==> config.mk <==
export PLATFORM = sky130hd
export DESIGN_NAME = pcie_rp_irq_agg
export DESIGN_NICKNAME = d
export VERILOG_FILES = /design/src/rtl/pcie_irq_pkg.sv /design/src/rtl/irq_event_map.sv /design/src/rtl/irq_status_reg.sv /design/src/rtl/irq_mask_reg.sv /design/src/rtl/irq_line_gen.sv /design/src/rtl/pcie_rp_irq_agg.sv
export SDC_FILE = /design/constraint.sdc
export NUM_CORES = 1
export LEC_CHECK = 0
export BUFFER_PORTS_ARGS = -buffer_cell sky130_fd_sc_hd__buf_2
export CORE_UTILIZATION = 26
export CTS_CLUSTER_DIAMETER = 50
export DETAILED_ROUTE_END_ITERATION = 8
export MAX_ROUTING_LAYER = met4
export PLACE_DENSITY = 0.59
export SLEW_MARGIN = 20
export SYNTH_ARGS = -nofsm -noshare
export SYNTH_HDL_FRONTEND = slang
export SYNTH_SLANG_ARGS = --single-unit
==> constraint.sdc <==
create_clock -name clk -period 3.21 [get_ports clk]
set_input_delay 0.1605 -clock clk [delete_from_list [all_inputs] [get_ports clk]]
set_output_delay 0.1605 -clock clk [all_outputs]
set_load 0.01 [all_outputs]
==> src/rtl/pcie_irq_pkg.sv <==
package pcie_irq_pkg;
    localparam int DATA_W       = 32;
    localparam int ERR_N        = 6;
    localparam int ERR_GRP      = 3;
    localparam int INTX_N       = 4;
    localparam int ERR_AXI_LSB  = 16;
    localparam int ERR_PCIE_LSB = 20;
    localparam int INTX_LSB     = 24;
    localparam int MSI_BIT      = 28;
    localparam logic [DATA_W-1:0] SRC_VALID = 32'h1F77_0000;

    typedef logic [DATA_W-1:0] word_t;
endpackage

==> src/rtl/irq_event_map.sv <==
module irq_event_map
    import pcie_irq_pkg::*;
(
    input  logic [ERR_N-1:0]  err_i,
    input  logic [INTX_N-1:0] intx_i,
    input  logic              msi_i,
    output word_t             ev_o
);
    always_comb begin
        ev_o = '0;
        for (int i = 0; i < ERR_N; i++) begin
            if (i < ERR_GRP) ev_o[ERR_AXI_LSB + i] = err_i[i];
            else             ev_o[ERR_PCIE_LSB + i - ERR_GRP] = err_i[i];
        end
        for (int k = 0; k < INTX_N; k++)
            ev_o[INTX_LSB + k] = intx_i[k];
        ev_o[MSI_BIT] = msi_i;
    end
endmodule

==> src/rtl/irq_status_reg.sv <==
module irq_status_reg
    import pcie_irq_pkg::*;
(
    input  logic  clk,
    input  logic  rst_n,
    input  word_t ev_i,
    input  logic  clr_en_i,
    input  word_t clr_bits_i,
    output word_t st_o
);
    typedef struct packed { word_t st; } st_state_t;
    st_state_t s_d, s_q;

    always_comb begin
        s_d = s_q;
        if (clr_en_i) s_d.st = s_d.st & ~clr_bits_i;
        s_d.st = (s_d.st | ev_i) & SRC_VALID;
    end

    always_ff @(posedge clk or negedge rst_n) begin
        if (!rst_n) s_q <= '0;
        else        s_q <= s_d;
    end

    assign st_o = s_q.st;

    // an event always lands, even against a same-cycle clear
    a_r6_set_wins: assert property (@(posedge clk) disable iff (!rst_n)
        (|ev_i) |=> ((s_q.st & $past(ev_i)) == $past(ev_i)));
    // no bit rises without an event
    a_r10_no_spurious_set: assert property (@(posedge clk) disable iff (!rst_n)
        1'b1 |=> ((s_q.st & ~$past(s_q.st) & ~$past(ev_i)) == '0));
    // cleared bits without a competing event are gone
    a_r5_clear_takes: assert property (@(posedge clk) disable iff (!rst_n)
        clr_en_i |=> ((s_q.st & $past(clr_bits_i) & ~$past(ev_i)) == '0));
endmodule

==> src/rtl/irq_mask_reg.sv <==
module irq_mask_reg
    import pcie_irq_pkg::*;
(
    input  logic  clk,
    input  logic  rst_n,
    input  logic  wr_i,
    input  word_t wdata_i,
    output word_t mask_o
);
    typedef struct packed { word_t mask; } mk_state_t;
    mk_state_t m_d, m_q;

    always_comb begin
        m_d = m_q;
        if (wr_i) m_d.mask = wdata_i & SRC_VALID;
    end

    always_ff @(posedge clk or negedge rst_n) begin
        if (!rst_n) m_q <= '0;
        else        m_q <= m_d;
    end

    assign mask_o = m_q.mask;

    // enable register only moves on its own write
    a_r7_mask_hold: assert property (@(posedge clk) disable iff (!rst_n)
        !wr_i |=> $stable(m_q.mask));
endmodule

==> src/rtl/irq_line_gen.sv <==
module irq_line_gen
    import pcie_irq_pkg::*;
(
    input  logic  clk,
    input  logic  rst_n,
    input  word_t st_i,
    input  word_t mask_i,
    output logic  irq_o
);
    typedef struct packed { logic irq; } ln_state_t;
    ln_state_t l_d, l_q;

    always_comb begin
        l_d     = l_q;
        l_d.irq = |(st_i & mask_i);
    end

    always_ff @(posedge clk or negedge rst_n) begin
        if (!rst_n) l_q <= '0;
        else        l_q <= l_d;
    end

    assign irq_o = l_q.irq;

    // an all-zero enable keeps the line quiet next cycle
    a_r9_masked_quiet: assert property (@(posedge clk) disable iff (!rst_n)
        (mask_i == '0) |=> !l_q.irq);
    // no pending status means the line drops next cycle
    a_r8_idle_low: assert property (@(posedge clk) disable iff (!rst_n)
        (st_i == '0) |=> !l_q.irq);
endmodule

==> src/rtl/pcie_rp_irq_agg.sv <==
module pcie_rp_irq_agg
    import pcie_irq_pkg::*;
#(
    parameter int                ADDR_W   = 12,
    parameter logic [ADDR_W-1:0] MASK_OFS = 'h180,
    parameter logic [ADDR_W-1:0] STAT_OFS = 'h184
) (
    input  logic              clk,
    input  logic              rst_n,
    input  logic [ADDR_W-1:0] reg_addr,
    input  logic              reg_wr,
    input  logic [31:0]       reg_wdata,
    output logic [31:0]       reg_rdata,
    input  logic [5:0]        err_i,
    input  logic [3:0]        intx_i,
    input  logic              msi_i,
    output logic              irq_o
);
    word_t ev, st, mask;
    logic  sel_mask, sel_stat;

    assign sel_mask = (reg_addr == MASK_OFS);
    assign sel_stat = (reg_addr == STAT_OFS);

    irq_event_map u_map (
        .err_i (err_i), .intx_i (intx_i), .msi_i (msi_i), .ev_o (ev)
    );

    irq_status_reg u_stat (
        .clk (clk), .rst_n (rst_n), .ev_i (ev),
        .clr_en_i (reg_wr && sel_stat), .clr_bits_i (reg_wdata), .st_o (st)
    );

    irq_mask_reg u_mask (
        .clk (clk), .rst_n (rst_n), .wr_i (reg_wr && sel_mask),
        .wdata_i (reg_wdata), .mask_o (mask)
    );

    irq_line_gen u_line (
        .clk (clk), .rst_n (rst_n), .st_i (st), .mask_i (mask), .irq_o (irq_o)
    );

    always_comb begin
        reg_rdata = '0;
        if (sel_mask)      reg_rdata = mask;
        else if (sel_stat) reg_rdata = st;
    end

    // undefined bit positions never read back as one
    a_r7_undef_bits: assert property (@(posedge clk) disable iff (!rst_n)
        1'b1 |-> ((reg_rdata & ~SRC_VALID) == '0));
endmodule

==> results of run 1 <==
cell usage in the layout (no fill, tap or decap), types with 2 or more instances in the layout:
cell type / instances
a22oi_1: 2
mux2_4: 10
buf_4: 2
nand2_1: 2
dfrtp_1: 23
inv_1: 11
mux2i_1: 11
nor2_1: 23
clkbuf_8: 3
nor4b_2: 2
conb_1: 21
buf_2: 48
a31oi_1: 11
stage by stage:
| step | hold WS, ns | power [uW] | instances |
|---|---|---|---|
| 2_1_floorplan | -0.1351 | 343.3 | 149 |
| 3_3_place_gp | 0.1604 | 357.7 | 241 |
| 3_5_place_dp | 0.1689 | 358.8 | 241 |
| 4_1_cts | 0.07328 | 543.6 | 246 |
| 5_1_grt | 0.06666 | 562.2 | 246 |
| 6_report | 0.07871 | 534.2 | 246 |
sequential cells by signal (all words and copies together) (netlist names):
register	flops
u_line.irq_o	1
u_stat.st_o	11
u_mask.mask_o	11
final timing paths:
| check | start | end | cells after the start |
|---|---|---|---|
| max | reg_addr[9] | u_mask.mask_o[24] | 6 |
| min in group asynchronous | rst_n | u_mask.mask_o[28] | 2 |
| max in group asynchronous | rst_n | u_stat.st_o[16] | 2 |
| min reg2reg | u_mask.mask_o[25] | u_mask.mask_o[25] | 1 |
| max reg2reg | u_mask.mask_o[22] | u_line.irq_o | 4 |
| min | reg_wdata[27] | u_stat.st_o[27] | 2 |
routing by layer:
layer / global-route usage / vias to the layer above
met2: 0.1865 / 36
met1: 0.1413 / 463
met3: 0.01097 / 2
li1: - / 495
met5: - / -
met4: 0.04487 / 0
worst max-delay path, delay by kind of cell:
family | cells | cell delay, ns
buf+inv | 2 | 0.29
mux | 1 | 0.40
simple gates | 3 | 1.04
layout make-up:
type | count | area (sq um)
clock buffers | 3 | 41.29
clock inverters | 1 | 5.005
fillers | 523 | 3194
inverters | 11 | 41.29
multi-input cells | 90 | 610.6
flip-flops and latches | 23 | 575.6
well taps | 67 | 83.83
repair buffers | 51 | 265.3
logic make-up after synthesis:
logic type / count (synthesis) / share of synthesized area
AO/OA/AOI/OAI: 16 / 0.08357
buffers and inverters: 36 / 0.1662
flip-flops: 23 / 0.4319
multiplexers: 22 / 0.2038
other: 1 / 0.002814
AND/OR/NAND/NOR: 31 / 0.1117
report_power, final:
group / internal [uW] / switching, uW / leakage (uW) / total, uW
Sequential: 291 / 0.601 / 0.000264 / 291
Clock: 86.6 / 94.5 / 0.0000255 / 181
Combinational: 26.4 / 35.6 / 0.000584 / 62.0
Total: 404 / 131 / 0.000874 / 534
what timing repair did:
| action | 4_1_cts | 5_1_grt |
|---|---|---|
| setup buffers | 0 | 0 |
| hold endpoints to repair | 23 | 0 |
| hold buffers | 1 | 0 |
==> results.sh, run 1 <==
export IMPL_wl_met3_um=151
export IMPL_synth_seq_area_share=0.4319
export IMPL_wl_met1_um=1232
export IMPL_required_ns=3.36
export IMPL_core_sq_um=4817
export IMPL_yosysTopAreaCell="dfrtp_1"
export IMPL_first_iter_violations=32
export IMPL_syn_area_sq_um=1333
export IMPL_cp_max_fo=13
export IMPL_area_growth_pct=21.78
export IMPL_holdCritPathClass="in2reg"
export IMPL_post_place_ws_ns=1.153
export IMPL_avgViaCountPerCell=4.049
export IMPL_initial_core_util=0.2766
export IMPL_met2WireLength_um=1382
export IMPL_outcome="finished, final reports clean"
export IMPL_finalHoldViolCount=0
export IMPL_wl_per_cell_um=11.34
export IMPL_io_pins=91
export IMPL_worst_pin_slew_ns=0.6782
export IMPL_die_area_sq_um=5415
export IMPL_critPathMaxStageDelay_ns=0.68
export IMPL_drc_errors=0
export IMPL_final_min_clock_period_ns=1.751
export IMPL_antenna_found_initial=0
export IMPL_p_leak_uw=0.0008735
export IMPL_diodes=0
export IMPL_slew_headroom=0.5479
export IMPL_dp_hpwl_um=2186
export IMPL_slowest_stage="or3b_1"
export IMPL_period_share=0.5455
export IMPL_synth_commonest_cells="dfrtp_1 (23), nor2_1 (23), buf_4 (21)"
export IMPL_clk_insertion_delay_late_ns=0.26
export IMPL_finalInstanceArea_sq_um=1623
export IMPL_final_max_slew_viol_count=0
export IMPL_cts_resized=0
export IMPL_highest_layer="met4"
export IMPL_rsz0062_at_grt="no"
export IMPL_arrival_ns=1.90
export IMPL_setup_tns_ns=0
export IMPL_numCtsBuffers=3
export IMPL_numClockSinks=23
export IMPL_syn_area_per_cell_sq_um=10.33
export IMPL_rrSetupSlack_ns=1.93
export IMPL_fin_ws_ns=1.459
export IMPL_firstDrtPassIters=4
export IMPL_startpoint_type="input pin"
export IMPL_final_core_util=0.3369
export IMPL_gp_congestion=0.6766
export IMPL_portBuffers=48
export IMPL_die_w_um=73.59
export IMPL_synth_ff_type="dfrtp_1"
export IMPL_grt_pass1_vias=951
export IMPL_synth_cells=129
export IMPL_dpl_instance_area_sq_um=1567
export IMPL_drive_gt1_frac=0.3743
export IMPL_clockBufferDepth=2
export IMPL_grt_max_degree=24
export IMPL_ys_top_cells_by_area="dfrtp_1 (43%), buf_4 (12%), mux2_4 (11%)"
export IMPL_crit_type="in2reg"
export IMPL_synth_edf_count=0
export IMPL_grt_pass1_wl_um=4471
export IMPL_grt_use_total=0.1127
export IMPL_cts_tree="yes"
export IMPL_vias=996
export IMPL_p_per_area_nw_per_um2=329.2
export IMPL_ys_ff_latch=23
export IMPL_max_freq_ghz=0.5711
export IMPL_ir_drop_mv=0.1181
export IMPL_ant_nets=0
export IMPL_finalNetCount=238
export IMPL_drt_wl_total_um=2790
export IMPL_endpoint_kind="register"
export IMPL_ctsHtreeMaxLevel=1
export IMPL_crit_chain="buf_2 > nor4b_2 > nand3_1 > buf_4 > or3b_1 > mux2_4"
export IMPL_cts_root_buf="clkbuf_8"
export IMPL_cts_clk_slew_worst_paths_ns=0.08
export IMPL_overflow=0
export IMPL_die_y_um=73.59
export IMPL_skew_ns=0.001078
export IMPL_yosys_warnings=0
export IMPL_maxCapViolations=0
export IMPL_ys_types=22
export IMPL_rows=25
export IMPL_synth_top_area_frac=0.4319
export IMPL_setup_violations=0
export IMPL_async_reset_ff_frac=1.000
No activity file was read; power rests on OpenSTA's default activity.
==> inputs of run 2 (changes only) <==
==> constraint.sdc (replaced) <==
create_clock -name clk -period 1.75 [get_ports clk]
set_input_delay 0.0875 -clock clk [delete_from_list [all_inputs] [get_ports clk]]
set_output_delay 0.0875 -clock clk [all_outputs]
set_load 0.01 [all_outputs]
==> run 2 against run 1 <==
Compared with the run above:
- routed wire length shrank 2.5%
- combinational power grew 85%
- sequential power grew 84%
- final area grew 1.3%
- critical endpoint is now u_mask.mask_o[28]
==> results.sh, run 2 (synthesized netlist as in run 1, its figures left out) <==
export IMPL_drt_wl_total_um=2721
export IMPL_cp_top_family="simple AND/OR/NAND/NOR gates"
export IMPL_worstReg2RegStart="u_mask.mask_o[22]"
export IMPL_grt_use_total=0.1128
export IMPL_max_freq_ghz=0.7618
export IMPL_cp_max_fo=11
export IMPL_rsz0062_at_grt="no"
export IMPL_grt_max_degree=24
export IMPL_startpoint_type="input pin"
export IMPL_crit_path_start="reg_addr[11]"
export IMPL_layout_common_cells="buf_2 (48), nor2_1 (23), dfrtp_1 (23), conb_1 (21)"
export IMPL_crit_type="in2reg"
export IMPL_crit_chain="buf_2 > nor4b_2 > nand3_1 > or3b_1 > buf_4 > mux2_4"
export IMPL_finalInstanceArea_sq_um=1644
export IMPL_finalHoldViolCount=0
export IMPL_grt_pass1_vias=1002
export IMPL_wl_per_cell_um=10.93
export IMPL_ctsHtreeMaxLevel=1
export IMPL_endpoint_kind="register"
export IMPL_die_w_um=73.59
export IMPL_crit_buf_inv=2
export IMPL_outcome="finished, final reports clean"
export IMPL_clockBufferDepth=2
export IMPL_slowest_stage="or3b_1"
export IMPL_min_from="reg_wdata[25]"
export IMPL_dpl_instance_area_sq_um=1589
export IMPL_overflow=0
export IMPL_holdCritPathClass="in2reg"
export IMPL_p_leak_uw=0.0008852
export IMPL_critPathMaxStageDelay_ns=0.38
export IMPL_grt_pass1_wl_um=4498
export IMPL_die_y_um=73.59
export IMPL_setup_violations=0
export IMPL_final_core_util=0.3413
export IMPL_io_pins=91
export IMPL_cts_clk_slew_worst_paths_ns=0.08
export IMPL_dp_hpwl_um=2158
export IMPL_antenna_found_initial=0
export IMPL_vias=990
export IMPL_totalPowerFinal_uw=966.6
export IMPL_arrival_ns=1.46
export IMPL_drive_gt1_frac=0.3791
export IMPL_ant_nets=0
export IMPL_maxCapViolations=0
export IMPL_avgViaCountPerCell=3.976
export IMPL_final_max_slew_viol_count=0
export IMPL_portBuffers=48
export IMPL_period_share=0.7501
export IMPL_initial_core_util=0.2766
export IMPL_diodes=0
export IMPL_path_depth=6
export IMPL_cts_root_buf="clkbuf_8"
export IMPL_ir_drop_mv=0.2529
export IMPL_hold_depth=2
export IMPL_cts_tree="yes"
export IMPL_final_common_cell="buf_2"
export IMPL_post_place_ws_ns=0.1507
export IMPL_setup_tns_ns=0
export IMPL_numClockSinks=23
export IMPL_gp_congestion=0.6796
export IMPL_p_per_area_nw_per_um2=587.9
export IMPL_fillerInstances=530
export IMPL_core_sq_um=4817
export IMPL_die_area_sq_um=5415
export IMPL_finalNetCount=241
export IMPL_final_min_clock_period_ns=1.313
export IMPL_first_iter_violations=36
export IMPL_fin_ws_ns=0.4374
export IMPL_worst_r2r_path_depth=4
export IMPL_required_ns=1.89
export IMPL_drc_errors=0
export IMPL_numCtsBuffers=3
export IMPL_firstDrtPassIters=4
export IMPL_skew_ns=0.0006213
export IMPL_clk_insertion_delay_late_ns=0.25
export IMPL_area_growth_pct=23.38
export IMPL_rows=25
## run 2: cell type report
class / count / area, sq um / share of cell area
Sequential cell: 23 / 575.6 / 0.3501
Timing Repair Buffer: 54 / 287.8 / 0.1750
Multi-Input combinational cell: 90 / 610.6 / 0.3714
Tap cell: 67 / 83.83 / 0.05099
Clock buffer: 4 / 45.04 / 0.02740
Inverter: 11 / 41.29 / 0.02511
## run 2: report_power, final
group	internal (uW)	switching, uW	total, uW
sequential	533	1.07	534
combinational	49.9	65.2	115
clock	162	155	317
## run 2: worst paths after layout
check	to	slack, ns
min in group asynchronous	u_stat.st_o[28]	0.33
worst max-delay path	u_mask.mask_o[28]	0.44
max in group asynchronous	u_mask.mask_o[24]	1.08
worst max register to register	u_line.irq_o	0.53
worst min register to register	u_mask.mask_o[26]	0.54
worst min-delay path	u_stat.st_o[25]	0.02
## run 2: per-stage QoR
step                hold WS, ns  instances
finish                  0.01562        249
global route            0.01204        249
CTS                    0.004045        249
detailed placement      0.09508        244
global placement        0.08862        244
floorplan               -0.2081        149
## run 2: repair_timing
action,in CTS,in global routing
buffers inserted,0,0
hold buffers,1,0
endpoints found under the hold margin,23,0
gates resized for setup,0,0
## run 2: layer usage
metal / vias up / part of all wire / track usage
met1: 455 / 0.44 / 0.1329
met5: - / 0 / -
met4: 0 / 0.0092 / 0.04274
met2: 33 / 0.50 / 0.1937
met3: 2 / 0.049 / 0.01646
li1: 500 / - / -
